$ cat config.mk
export PLATFORM = sky130hd
export DESIGN_NAME = tdm_slot_tx
export DESIGN_NICKNAME = d
export VERILOG_FILES = /design/src/rtl/tdm_tx_pkg.sv /design/src/rtl/tdm_frame_gen.sv /design/src/rtl/tdm_slot_counter.sv /design/src/rtl/tdm_sample_stage.sv /design/src/rtl/tdm_slot_tx.sv
export SDC_FILE = /design/constraint.sdc
export NUM_CORES = 1
export LEC_CHECK = 0
export BUFFER_PORTS_ARGS = -buffer_cell sky130_fd_sc_hd__buf_2
export CAP_MARGIN = 15
export CORE_MARGIN = 2
export CORE_UTILIZATION = 40
export DETAILED_ROUTE_END_ITERATION = 16
export MAX_ROUTING_LAYER = met4
export PLACE_DENSITY_LB_ADDON = 0.15
export SYNTH_ARGS = -nofsm -noshare
export SYNTH_HDL_FRONTEND = slang
export SYNTH_SLANG_ARGS = --single-unit
$ cat constraint.sdc
create_clock -name clk -period 5.65 [get_ports clk]
set_input_delay 0.2825 -clock clk [delete_from_list [all_inputs] [get_ports clk]]
set_output_delay 0.2825 -clock clk [all_outputs]
set_load 0.005 [all_outputs]
$ cat src/rtl/tdm_tx_pkg.sv
package tdm_tx_pkg;
  localparam int MAX_SLOTS = 16;
  localparam int MAX_BITS  = 32;
  localparam int SLOT_W    = $clog2(MAX_SLOTS);
  localparam int BIT_W     = $clog2(MAX_BITS);
  localparam int FRAME_W   = $clog2(MAX_SLOTS * MAX_BITS);

  typedef enum logic [1:0] {
    WID_16  = 2'd0,
    WID_24  = 2'd1,
    WID_32  = 2'd2,
    WID_32X = 2'd3
  } slot_width_e;

  function automatic logic [BIT_W:0] width_bits(input logic [1:0] sel);
    case (slot_width_e'(sel))
      WID_16:  return (BIT_W+1)'(16);
      WID_24:  return (BIT_W+1)'(24);
      default: return (BIT_W+1)'(32);
    endcase
  endfunction

  function automatic logic [SLOT_W:0] slot_total(input logic [1:0] sel);
    return (SLOT_W+1)'(2) << sel;
  endfunction

  function automatic logic slot_owned(input logic [SLOT_W-1:0] slot,
                                      input logic [SLOT_W-1:0] first,
                                      input logic [SLOT_W:0]   count,
                                      input logic [SLOT_W:0]   total);
    logic [SLOT_W:0] rel;
    rel = {1'b0, slot} - {1'b0, first};
    return ({1'b0, slot} < total) && (slot >= first) && (rel < count);
  endfunction
endpackage

$ cat src/rtl/tdm_frame_gen.sv
module tdm_frame_gen
  import tdm_tx_pkg::*;
#(
  parameter int CNT_W = FRAME_W
) (
  input  logic             clk,
  input  logic             rst_n,
  input  logic             en,
  input  logic [CNT_W-1:0] frame_last,
  output logic             pulse
);
  logic [CNT_W-1:0] cnt_q, cnt_d;

  always_comb begin
    cnt_d = cnt_q;
    if (!en)                     cnt_d = '0;
    else if (cnt_q >= frame_last) cnt_d = '0;
    else                         cnt_d = cnt_q + 1'b1;
  end

  always_ff @(posedge clk or negedge rst_n) begin
    if (!rst_n) cnt_q <= '0;
    else        cnt_q <= cnt_d;
  end

  assign pulse = en && (cnt_q == frame_last);
endmodule

$ cat src/rtl/tdm_slot_counter.sv
module tdm_slot_counter
  import tdm_tx_pkg::*;
#(
  parameter int SW = SLOT_W,
  parameter int BW = BIT_W
) (
  input  logic          clk,
  input  logic          rst_n,
  input  logic          sync_pulse,
  input  logic [BW-1:0] bit_last,
  input  logic [SW-1:0] slot_last,
  output logic          run_q,
  output logic [BW-1:0] bit_q,
  output logic [SW-1:0] slot_q,
  output logic          run_d,
  output logic [BW-1:0] bit_d,
  output logic [SW-1:0] slot_d
);
  always_comb begin
    run_d  = run_q;
    bit_d  = bit_q;
    slot_d = slot_q;
    if (sync_pulse) begin
      run_d  = 1'b1;
      bit_d  = '0;
      slot_d = '0;
    end else if (run_q) begin
      if (bit_q >= bit_last) begin
        bit_d  = '0;
        slot_d = (slot_q >= slot_last) ? '0 : slot_q + 1'b1;
      end else begin
        bit_d  = bit_q + 1'b1;
      end
    end
  end

  always_ff @(posedge clk or negedge rst_n) begin
    if (!rst_n) begin
      run_q  <= 1'b0;
      bit_q  <= '0;
      slot_q <= '0;
    end else begin
      run_q  <= run_d;
      bit_q  <= bit_d;
      slot_q <= slot_d;
    end
  end
endmodule

$ cat src/rtl/tdm_sample_stage.sv
module tdm_sample_stage #(
  parameter int W = 24
) (
  input  logic         clk,
  input  logic         rst_n,
  input  logic         in_valid,
  input  logic [W-1:0] in_data,
  output logic         in_ready,
  input  logic         take,
  output logic [W-1:0] cur_q
);
  logic         full_q, full_d;
  logic [W-1:0] hold_q, hold_d, cur_d;
  logic         accept;

  assign in_ready = !full_q;
  assign accept   = in_valid && in_ready;

  always_comb begin
    hold_d = accept ? in_data : hold_q;
    full_d = full_q ? !take : in_valid;
    cur_d  = cur_q;
    if (take) cur_d = full_q ? hold_q : '0;
  end

  always_ff @(posedge clk or negedge rst_n) begin
    if (!rst_n) begin
      full_q <= 1'b0;
      hold_q <= '0;
      cur_q  <= '0;
    end else begin
      full_q <= full_d;
      hold_q <= hold_d;
      cur_q  <= cur_d;
    end
  end
endmodule

$ cat src/rtl/tdm_slot_tx.sv
module tdm_slot_tx
  import tdm_tx_pkg::*;
#(
  parameter int SAMPLE_W = 24
) (
  input  logic                clk,
  input  logic                rst_n,
  input  logic                cfg_master,
  input  logic [1:0]          cfg_slots_sel,
  input  logic [1:0]          cfg_width_sel,
  input  logic [3:0]          cfg_first_slot,
  input  logic [4:0]          cfg_own_count,
  input  logic                cfg_fill_idle,
  input  logic                fsync_in,
  input  logic                smp_valid,
  input  logic [SAMPLE_W-1:0] smp_data,
  output logic                smp_ready,
  output logic                fsync_out,
  output logic                sd_out,
  output logic                sd_oe
);
  localparam int SW = SLOT_W;
  localparam int BW = BIT_W;
  localparam int FW = FRAME_W;

  logic [BW:0]   bits_per_slot;
  logic [SW:0]   slots_per_frame;
  logic [FW:0]   frame_len;
  logic [FW-1:0] frame_last;
  logic [BW-1:0] bit_last;
  logic [SW-1:0] slot_last;
  logic          gen_pulse, sync_sel;
  logic          run_q, run_d;
  logic [BW-1:0] bit_q, bit_d;
  logic [SW-1:0] slot_q, slot_d;
  logic          own_now, own_next, take;
  logic [SAMPLE_W-1:0] cur_q, shifted;
  logic          in_sample;

  always_comb begin
    bits_per_slot   = width_bits(cfg_width_sel);
    slots_per_frame = slot_total(cfg_slots_sel);
    frame_len       = (FW+1)'(bits_per_slot) * (FW+1)'(slots_per_frame);
    frame_last      = FW'(frame_len - 1'b1);
    bit_last        = BW'(bits_per_slot - 1'b1);
    slot_last       = SW'(slots_per_frame - 1'b1);
  end

  tdm_frame_gen #(.CNT_W(FW)) u_gen (
    .clk        (clk),
    .rst_n      (rst_n),
    .en         (cfg_master),
    .frame_last (frame_last),
    .pulse      (gen_pulse)
  );

  assign sync_sel  = cfg_master ? gen_pulse : fsync_in;
  assign fsync_out = gen_pulse;

  tdm_slot_counter #(.SW(SW), .BW(BW)) u_cnt (
    .clk        (clk),
    .rst_n      (rst_n),
    .sync_pulse (sync_sel),
    .bit_last   (bit_last),
    .slot_last  (slot_last),
    .run_q      (run_q),
    .bit_q      (bit_q),
    .slot_q     (slot_q),
    .run_d      (run_d),
    .bit_d      (bit_d),
    .slot_d     (slot_d)
  );

  assign own_now  = slot_owned(slot_q, cfg_first_slot, cfg_own_count, slots_per_frame);
  assign own_next = slot_owned(slot_d, cfg_first_slot, cfg_own_count, slots_per_frame);
  assign take     = run_d && (bit_d == '0) && own_next;

  tdm_sample_stage #(.W(SAMPLE_W)) u_stage (
    .clk      (clk),
    .rst_n    (rst_n),
    .in_valid (smp_valid),
    .in_data  (smp_data),
    .in_ready (smp_ready),
    .take     (take),
    .cur_q    (cur_q)
  );

  assign shifted   = cur_q << bit_q;
  assign in_sample = int'(bit_q) < SAMPLE_W;

  assign sd_oe  = run_q && (own_now || cfg_fill_idle);
  assign sd_out = run_q && own_now && in_sample && shifted[SAMPLE_W-1];
endmodule

# Word-level counts from Yosys, hierarchy flattened
# Index checks and enable logic that the tools add are counted.
[totals] reg_bits=68 out_inout_bits=4 in_bits=43 word_cells=61
[op_classes] multipliers=1 n_lt_le_gt_ge=10 n_shift=2 n_addsub=8 eq_ne=2 n_mux=14 reduce_logical=17
[ops] op="$mux 24" count=1
[ops] op="$shl 24x5->24" count=1
[ops] op="$mux 9" count=2
[ops] op="$mux 4" count=4
[ops] op="$mux 5" count=3
[ops] op="$ge 4x4->1" count=3
[ops] op="$logic_and 1x1->1" count=12
[ops] op="$pmux 6 s2" count=1
[ops] op="$lt 4x5->1" count=2
[ops] op="$lt 5x5->1" count=2
[ops] op="$sub 4x4->5" count=2
[ops] op="$add 9x1->9 const B" count=1
[ops] op="$eq 9x9->1" count=1
[ops] op="$ge 9x9->1" count=1
[ops] op="$mul 6x5->9" count=1
[ops] op="$sub 9x1->9 const B" count=1
[ops] op="$add 5x1->5 const B" count=1
[ops] op="$ge 5x5->1" count=1
[ops] op="$logic_not 5->1" count=1
[ops] op="$lt 5x5->1 const B" count=1
[ops] op="$shl 2x2->5 const A" count=1
[ops] op="$sub 5x1->5 const B" count=1
[ops] op="$add 4x1->4 const B" count=1
[ops] op="$sub 4x1->4 const B" count=1
[ops] op="other kinds (5)" count=8

# Depth between registers and ports, before layout
[depth] word_depth=14 ltp_mapped=32 depth_no_buf=29

# Hierarchy
# A second synthesis with hierarchy kept.
[unflattened] hier_cells=460 hier_area_um2=4579.4
[modules_own_cells] module="tdm_sample_stage" cells_each=159 n_inst=1 area_each_um2=2004.4 seq_area_each_um2=1226.2
[modules_own_cells] module="tdm_slot_tx" cells_each=149 n_inst=1 area_each_um2=1188.6 seq_area_each_um2=0.0
[modules_own_cells] module="tdm_slot_counter" cells_each=80 n_inst=1 area_each_um2=762.0 seq_area_each_um2=250.2
[modules_own_cells] module="tdm_frame_gen" cells_each=72 n_inst=1 area_each_um2=624.3 seq_area_each_um2=225.2

# Least setup slack after synthesis
# OpenSTA, ideal clock, no wires.
[synth_path] path_kind="input to register" startpoint="input port cfg_slots_sel[0]" endpoint="register u_stage.cur_q[15]" setup_slack_ns=-0.521 t_arrival_ns=6.097 stages=29 t_required_ns=5.576 setup_time_ns=0.074 path_buffers=3 cell_sequence="nand2b_1 > or2_2 > ha_1 > inv_1 > fa_1 > fa_1 > inv_1 > fa_1 > xor2_1 > xnor2_1 > xnor2_1 > ha_1 > nand3_1 > nor3_2 > or2_2 > nor2_1 > ha_1 > a21o_1 > a21oi_1 > xnor2_1 > ha_1 > o21ai_0 > a21oi_1 > or4_1 > buf_2 > or2_1 > buf_6 > buf_12 > o21ai_2"
[synth_between] elab_chain_cells=11 elab_cells_between_ends=23 cone_classes="add/sub: 3; mul: 1; order compare: 4; eq/ne: 1; shift: 1; mux: 7; reduce/logical: 6"
[synth_lines] element="from (decl)" line_no="tdm_slot_tx.sv:9" text="input logic [1:0] cfg_slots_sel,"
[synth_lines] element="$shl 2x2->5 *" line_no="tdm_tx_pkg.sv:24" text="return (SLOT_W+1)'(2) << sel;"
[synth_lines] element="$mul 6x5->9 *" line_no="tdm_slot_tx.sv:43" text="frame_len = (FW+1)'(bits_per_slot) * (FW+1)'(slots_per_frame);"
[synth_lines] element="$sub 9x1->9 *" line_no="tdm_slot_tx.sv:44" text="frame_last = FW'(frame_len - 1'b1);"
[synth_lines] element="$eq 9x9->1 *" line_no="tdm_frame_gen.sv:26" text="assign pulse = en && (cnt_q == frame_last);"
[synth_lines] element="$logic_and 1x1->1 *" line_no="tdm_frame_gen.sv:26"
[synth_lines] element="via fsync_out" line_no="tdm_slot_tx.sv:18" text="output logic fsync_out,"
[synth_lines] element="$mux 1 *" line_no="tdm_slot_tx.sv:57" text="assign sync_sel = cfg_master ? gen_pulse : fsync_in;"
[synth_lines] element="$mux 4 *" line_no="tdm_slot_counter.sv:23" text="if (sync_pulse) begin"
[synth_lines] element="via slot_d[1]" line_no="tdm_slot_tx.sv:35" text="logic [SW-1:0] slot_q, slot_d;"
[synth_lines] element="$sub 4x4->5, or another cell as far along" line_no="tdm_tx_pkg.sv:32" text="rel = {1'b0, slot} - {1'b0, first};"
[synth_lines] element="$lt 5x5->1 or $logic_and 1x1->1 (tied branches)" line_no="tdm_tx_pkg.sv:33" text="return ({1'b0, slot} < total) && (slot >= first) && (rel < count);"
[synth_lines] element="$logic_and 1x1->1 *" line_no="tdm_tx_pkg.sv:33"
[synth_lines] element="$logic_and 1x1->1 *" line_no="tdm_slot_tx.sv:76" text="assign take = run_d && (bit_d == '0) && own_next;"
[synth_lines] element="to (signal assigned)" line_no="tdm_sample_stage.sv:34" text="cur_q <= cur_d;"
[synth_lines] element="to (decl)" line_no="tdm_sample_stage.sv:10" text="output logic [W-1:0] cur_q"
# Mark *: on every way through the listed nets, which the timed path passes. The rest lies on a longest branch.
# A chain may end at the register's enable or synchronous reset.

# Final worst setup path
[layout_path] startpoint="input port cfg_slots_sel[0]" endpoint="register u_stage.cur_q[7]"
[layout_between] elab_chain_cells=11 elab_cells_between_ends=23 cone_classes="add/sub: 3; mul: 1; order compare: 4; eq/ne: 1; shift: 1; mux: 7; reduce/logical: 6"
[layout_lines] element="$shl 2x2->5 *" line_no="tdm_tx_pkg.sv:24"
[layout_lines] element="$mul 6x5->9 or $sub 4x1->4 (tied branches)" line_no="tdm_slot_tx.sv:43, tdm_slot_tx.sv:46"
[layout_lines] element="$sub 9x1->9 or $ge 4x4->1 (tied branches)" line_no="tdm_slot_tx.sv:44, tdm_slot_counter.sv:30"
[layout_lines] element="$eq 9x9->1 or $mux 4 (tied branches)" line_no="tdm_frame_gen.sv:26, tdm_slot_counter.sv:30"
[layout_lines] element="$logic_and 1x1->1 or $mux 4 (tied branches)" line_no="tdm_frame_gen.sv:26, tdm_slot_counter.sv:28"
[layout_lines] element="$mux 1 or $mux 4 (tied branches)" line_no="tdm_slot_tx.sv:57, tdm_slot_counter.sv:27"
[layout_lines] element="$mux 4" line_no="tdm_slot_counter.sv:23"
[layout_lines] element="$sub 4x4->5, or another cell as far along" line_no="tdm_tx_pkg.sv:32"
[layout_lines] element="$lt 5x5->1 or $logic_and 1x1->1 (tied branches)" line_no="tdm_tx_pkg.sv:33"
[layout_lines] element="$logic_and 1x1->1" line_no="tdm_tx_pkg.sv:33"
[layout_lines] element="$logic_and 1x1->1 *" line_no="tdm_slot_tx.sv:76"
# Mark *: on every way between the ends. The rest lies on a longest branch, timed or not.

==> results.sh <==
export IMPL_status="finished, final reports clean"
export IMPL_worstSetupPathType="in2reg"
export IMPL_power_frac_seq_pct=44.6
export IMPL_clockRootBuffer="clkbuf_8"
export IMPL_grtUsageTotal_pct=16.7
export IMPL_die_h_um=108
export IMPL_ys_ff_latch=68
export IMPL_swShare_pct=33.7
export IMPL_wl_per_cell_um=13.6
export IMPL_clockBufferDepth=2
export IMPL_synth_edf_count=0
export IMPL_cp_max_fo=6
export IMPL_slew_violations=0
export IMPL_htree_levels=3
export IMPL_fmax_mhz=179
export IMPL_dr_wl_met2_um=3950
export IMPL_holdBufCountCts=0
export IMPL_start_util_pct=41.6
export IMPL_cts_tree="yes"
export IMPL_grt_pass1_vias=3150
export IMPL_slowest_stage="fa_1"
export IMPL_rows=37
export IMPL_fin_crit_sh_pct=98.7
export IMPL_rsz0062_at_grt="yes"
export IMPL_wirelength_um=8580
export IMPL_r2r_end="u_stage.cur_q[7]"
export IMPL_cp_required_ps=5920
export IMPL_timing_critical_path_buf_inv=5
export IMPL_nFillCells=998
export IMPL_grt_ovfl_total=0
export IMPL_leakage_nw=2.54
export IMPL_synth_avg_cell_area_um2=10.2
export IMPL_cap_violations=0
export IMPL_num_nets_final=579
export IMPL_place_hpwl_um=6360
export IMPL_power_density_mw_per_mm2=333
export IMPL_clock_sinks=68
export IMPL_met3_length_um=237
export IMPL_r2r_start="u_cnt.bit_q[0]"
export IMPL_yosysWarnings=0
export IMPL_clkTransAtPathRegs_ps=80
export IMPL_p_total_w=0.00174
export IMPL_synth_area_leaders="dfrtp_1, ha_1, mux2_2"
export IMPL_max_stage_delay_ps=510
export IMPL_rr_worst_depth=17
export IMPL_synth_area_mm2=0.00433
export IMPL_p_sw_w=0.000585
export IMPL_yosysUniqueCellTypes=46
export IMPL_ioPinCount=47
export IMPL_hold_path_class="in2async"
export IMPL_relSlewSlack_pct=43.3
export IMPL_core_area_mm2=0.0104
export IMPL_dr_pass1_iters=4
export IMPL_drive_gt1_share_pct=34.9
export IMPL_synthToLayoutAreaGrowth_pct=20.4
export IMPL_routed_top_layer="met4"
export IMPL_rrSetupSlack_ps=1260
export IMPL_post_dp_cell_area_mm2=0.00485
export IMPL_seq_area_mm2=0.00170
export IMPL_synth_top_cell_by_area="dfrtp_1"
export IMPL_die_w_um=108
export IMPL_ys_top_cells_by_count="dfrtp_1, ha_1, o21ai_0, nand2_1, nor2_1"
export IMPL_synth_most_common_cell="dfrtp_1"
export IMPL_stdcell_count=632
export IMPL_internal_power_w=0.00115
export IMPL_layout_min_cycle_time_ps=5580
export IMPL_clock_latency_ps=340
export IMPL_synth_top_cell_area_share_pct=39.3
export IMPL_crit_path_end_kind="flip-flop"
export IMPL_crit_top_cell="fa_1"
export IMPL_dpl_cell_count=612
export IMPL_synth_flop_cell="dfrtp_1"
export IMPL_diodes=0
export IMPL_fin_skew_ps=14.3
export IMPL_route_detailed_drc=0
export IMPL_antenna_found_initial=0
export IMPL_power_frac_clock_pct=22.8
export IMPL_hold_viol=0
export IMPL_synthCells=423
export IMPL_p_comb_share_pct=32.6
export IMPL_setup_violations=0
export IMPL_synthArstFlopShare_pct=100
export IMPL_dieArea_mm2=0.0117
export IMPL_yosysSeqAreaShare_pct=39.3
export IMPL_cts_buffers=9
export IMPL_tightest_slew_ps=850
export IMPL_vias=3107
export IMPL_portBuffers=46
export IMPL_postRouteAntennaNets=0
export IMPL_path_delay_family="adder cells"
export IMPL_drt_iter0_drc=137
export IMPL_postLayoutCellArea_mm2=0.00521
export IMPL_grt_pass1_wl_um=15000
export IMPL_start_kind="primary input"
export IMPL_multi_input_area_mm2=0.00252
export IMPL_grt_max_degree=69
export IMPL_synth_nets=511
export IMPL_cp_arrival_ps=5850
export IMPL_met1Wirelength_um=4260
export IMPL_vdd_drop_max_v=0.000225
export IMPL_viasPerCell=4.92
export IMPL_place_gp_congestion=0.894
## per-stage QoR
stage,hold WS [ps],setup TNS [ps],utilization [%],worst slack [ps]
4_1_cts,152,-23.6,48.8,-9.04
3_5_place_dp,496,-11340,46.6,-503
2_1_floorplan,-13.1,0,-,59.3
5_1_grt,146,-3110,50.0,-171
6_report,142,0,50.0,73.9
3_3_place_gp,486,-9160,46.6,-393
## cells in the final DEF (no fill, tap or decap), types with 15 or more instances in the layout
cell,netlist,final
a21oi_1,17,15
nor2_1,33,31
dfrtp_1,68,68
o21ai_1,0,21
nand2_1,37,37
o21ai_2,21,25
inv_1,28,26
buf_4,1,26
buf_2,4,45
mux2_2,25,25
ha_1,39,36
## final cells by class
type / instances / area share [%]
multi-input combinational: 308 / 48.3
clock buffer: 10 / 2.45
tap: 136 / 3.26
timing repair buffer: 76 / 10.1
inverter: 28 / 2.02
sequential: 68 / 32.6
clock inverter: 6 / 1.22
## cell families (layout without fill, tap and decap cells)
logic type      Yosys count  in the layout  share of synthesized area, %
compound gates           96             96                          14.5
xor+xnor                 22             22                          4.45
fa+ha+maj                45             45                          14.0
buf+inv                  47            120                          5.20
flops                    68             68                          39.3
mux                      34             34                          10.6
other cells               1              1                        0.0866
simple gates            110            110                          11.8
## repair_timing
| item | 4_1_cts | 5_1_grt |
|---|---|---|
| pin swaps | 3 | 10 |
| gates cloned | 0 | 1 |
| resized for setup | 11 | 37 |
| setup endpoints to repair | 25 | 25 |
| setup buffers | 1 | 1 |
## worst register-to-register path, stage by stage, from the launching register on
cell	delay, ps
dfrtp_1	580
ha_1	360
a21o_1	170
o2111a_1	160
o31ai_4	370
nor2_1	140
a22oi_1	300
nand2b_1	180
fa_1	420
inv_1	70
ha_1	210
a21boi_2	150
o21ai_1	110
a21oi_1	70
or4_4	420
or2_4	300
clkbuf_16	180
o21ai_2	120
## worst max path at each step
| stage | startpoint | to | slack, ps | depth (start not counted) |
|---|---|---|---|---|
| after floorplan | cfg_width_sel[1] | u_stage.cur_q[15] | 60 | 30 |
| after global placement | cfg_slots_sel[0] | u_stage.cur_q[22] | -390 | 28 |
| after detailed placement | cfg_slots_sel[0] | u_stage.cur_q[0] | -500 | 28 |
| after CTS | cfg_slots_sel[0] | u_stage.cur_q[5] | -9 | 28 |
| after global routing | cfg_slots_sel[0] | u_stage.cur_q[1] | -170 | 28 |
| final | cfg_slots_sel[0] | u_stage.cur_q[7] | 70 | 28 |
## routing by layer
layer	vias up	GRT usage (%)
met1	1462	22.3
met4	0	5.22
li1	1592	-
met2	40	26.1
met5	-	-
met3	13	2.95
## sequential cells by signal, summed over array words and instances, names as in the netlist
name / cells
u_cnt.bit_q: 5
u_cnt.run_q: 1
u_cnt.slot_q: 4
u_gen.cnt_q: 9
u_stage.cur_q: 24
u_stage.full_q: 1
u_stage.hold_q: 24
## power groups by stage
stage,Clock (W),Sequential [W],Combinational (W)
6_report,0.000396,0.000774,0.000565
5_1_grt,0.000440,0.000800,0.000640
4_1_cts,0.000412,0.000776,0.000545
3_5_place_dp,0,0.000786,0.000536
3_3_place_gp,0,0.000780,0.000527
2_1_floorplan,0,0.000704,0.000472
No activity file was read; power rests on OpenSTA's default activity.
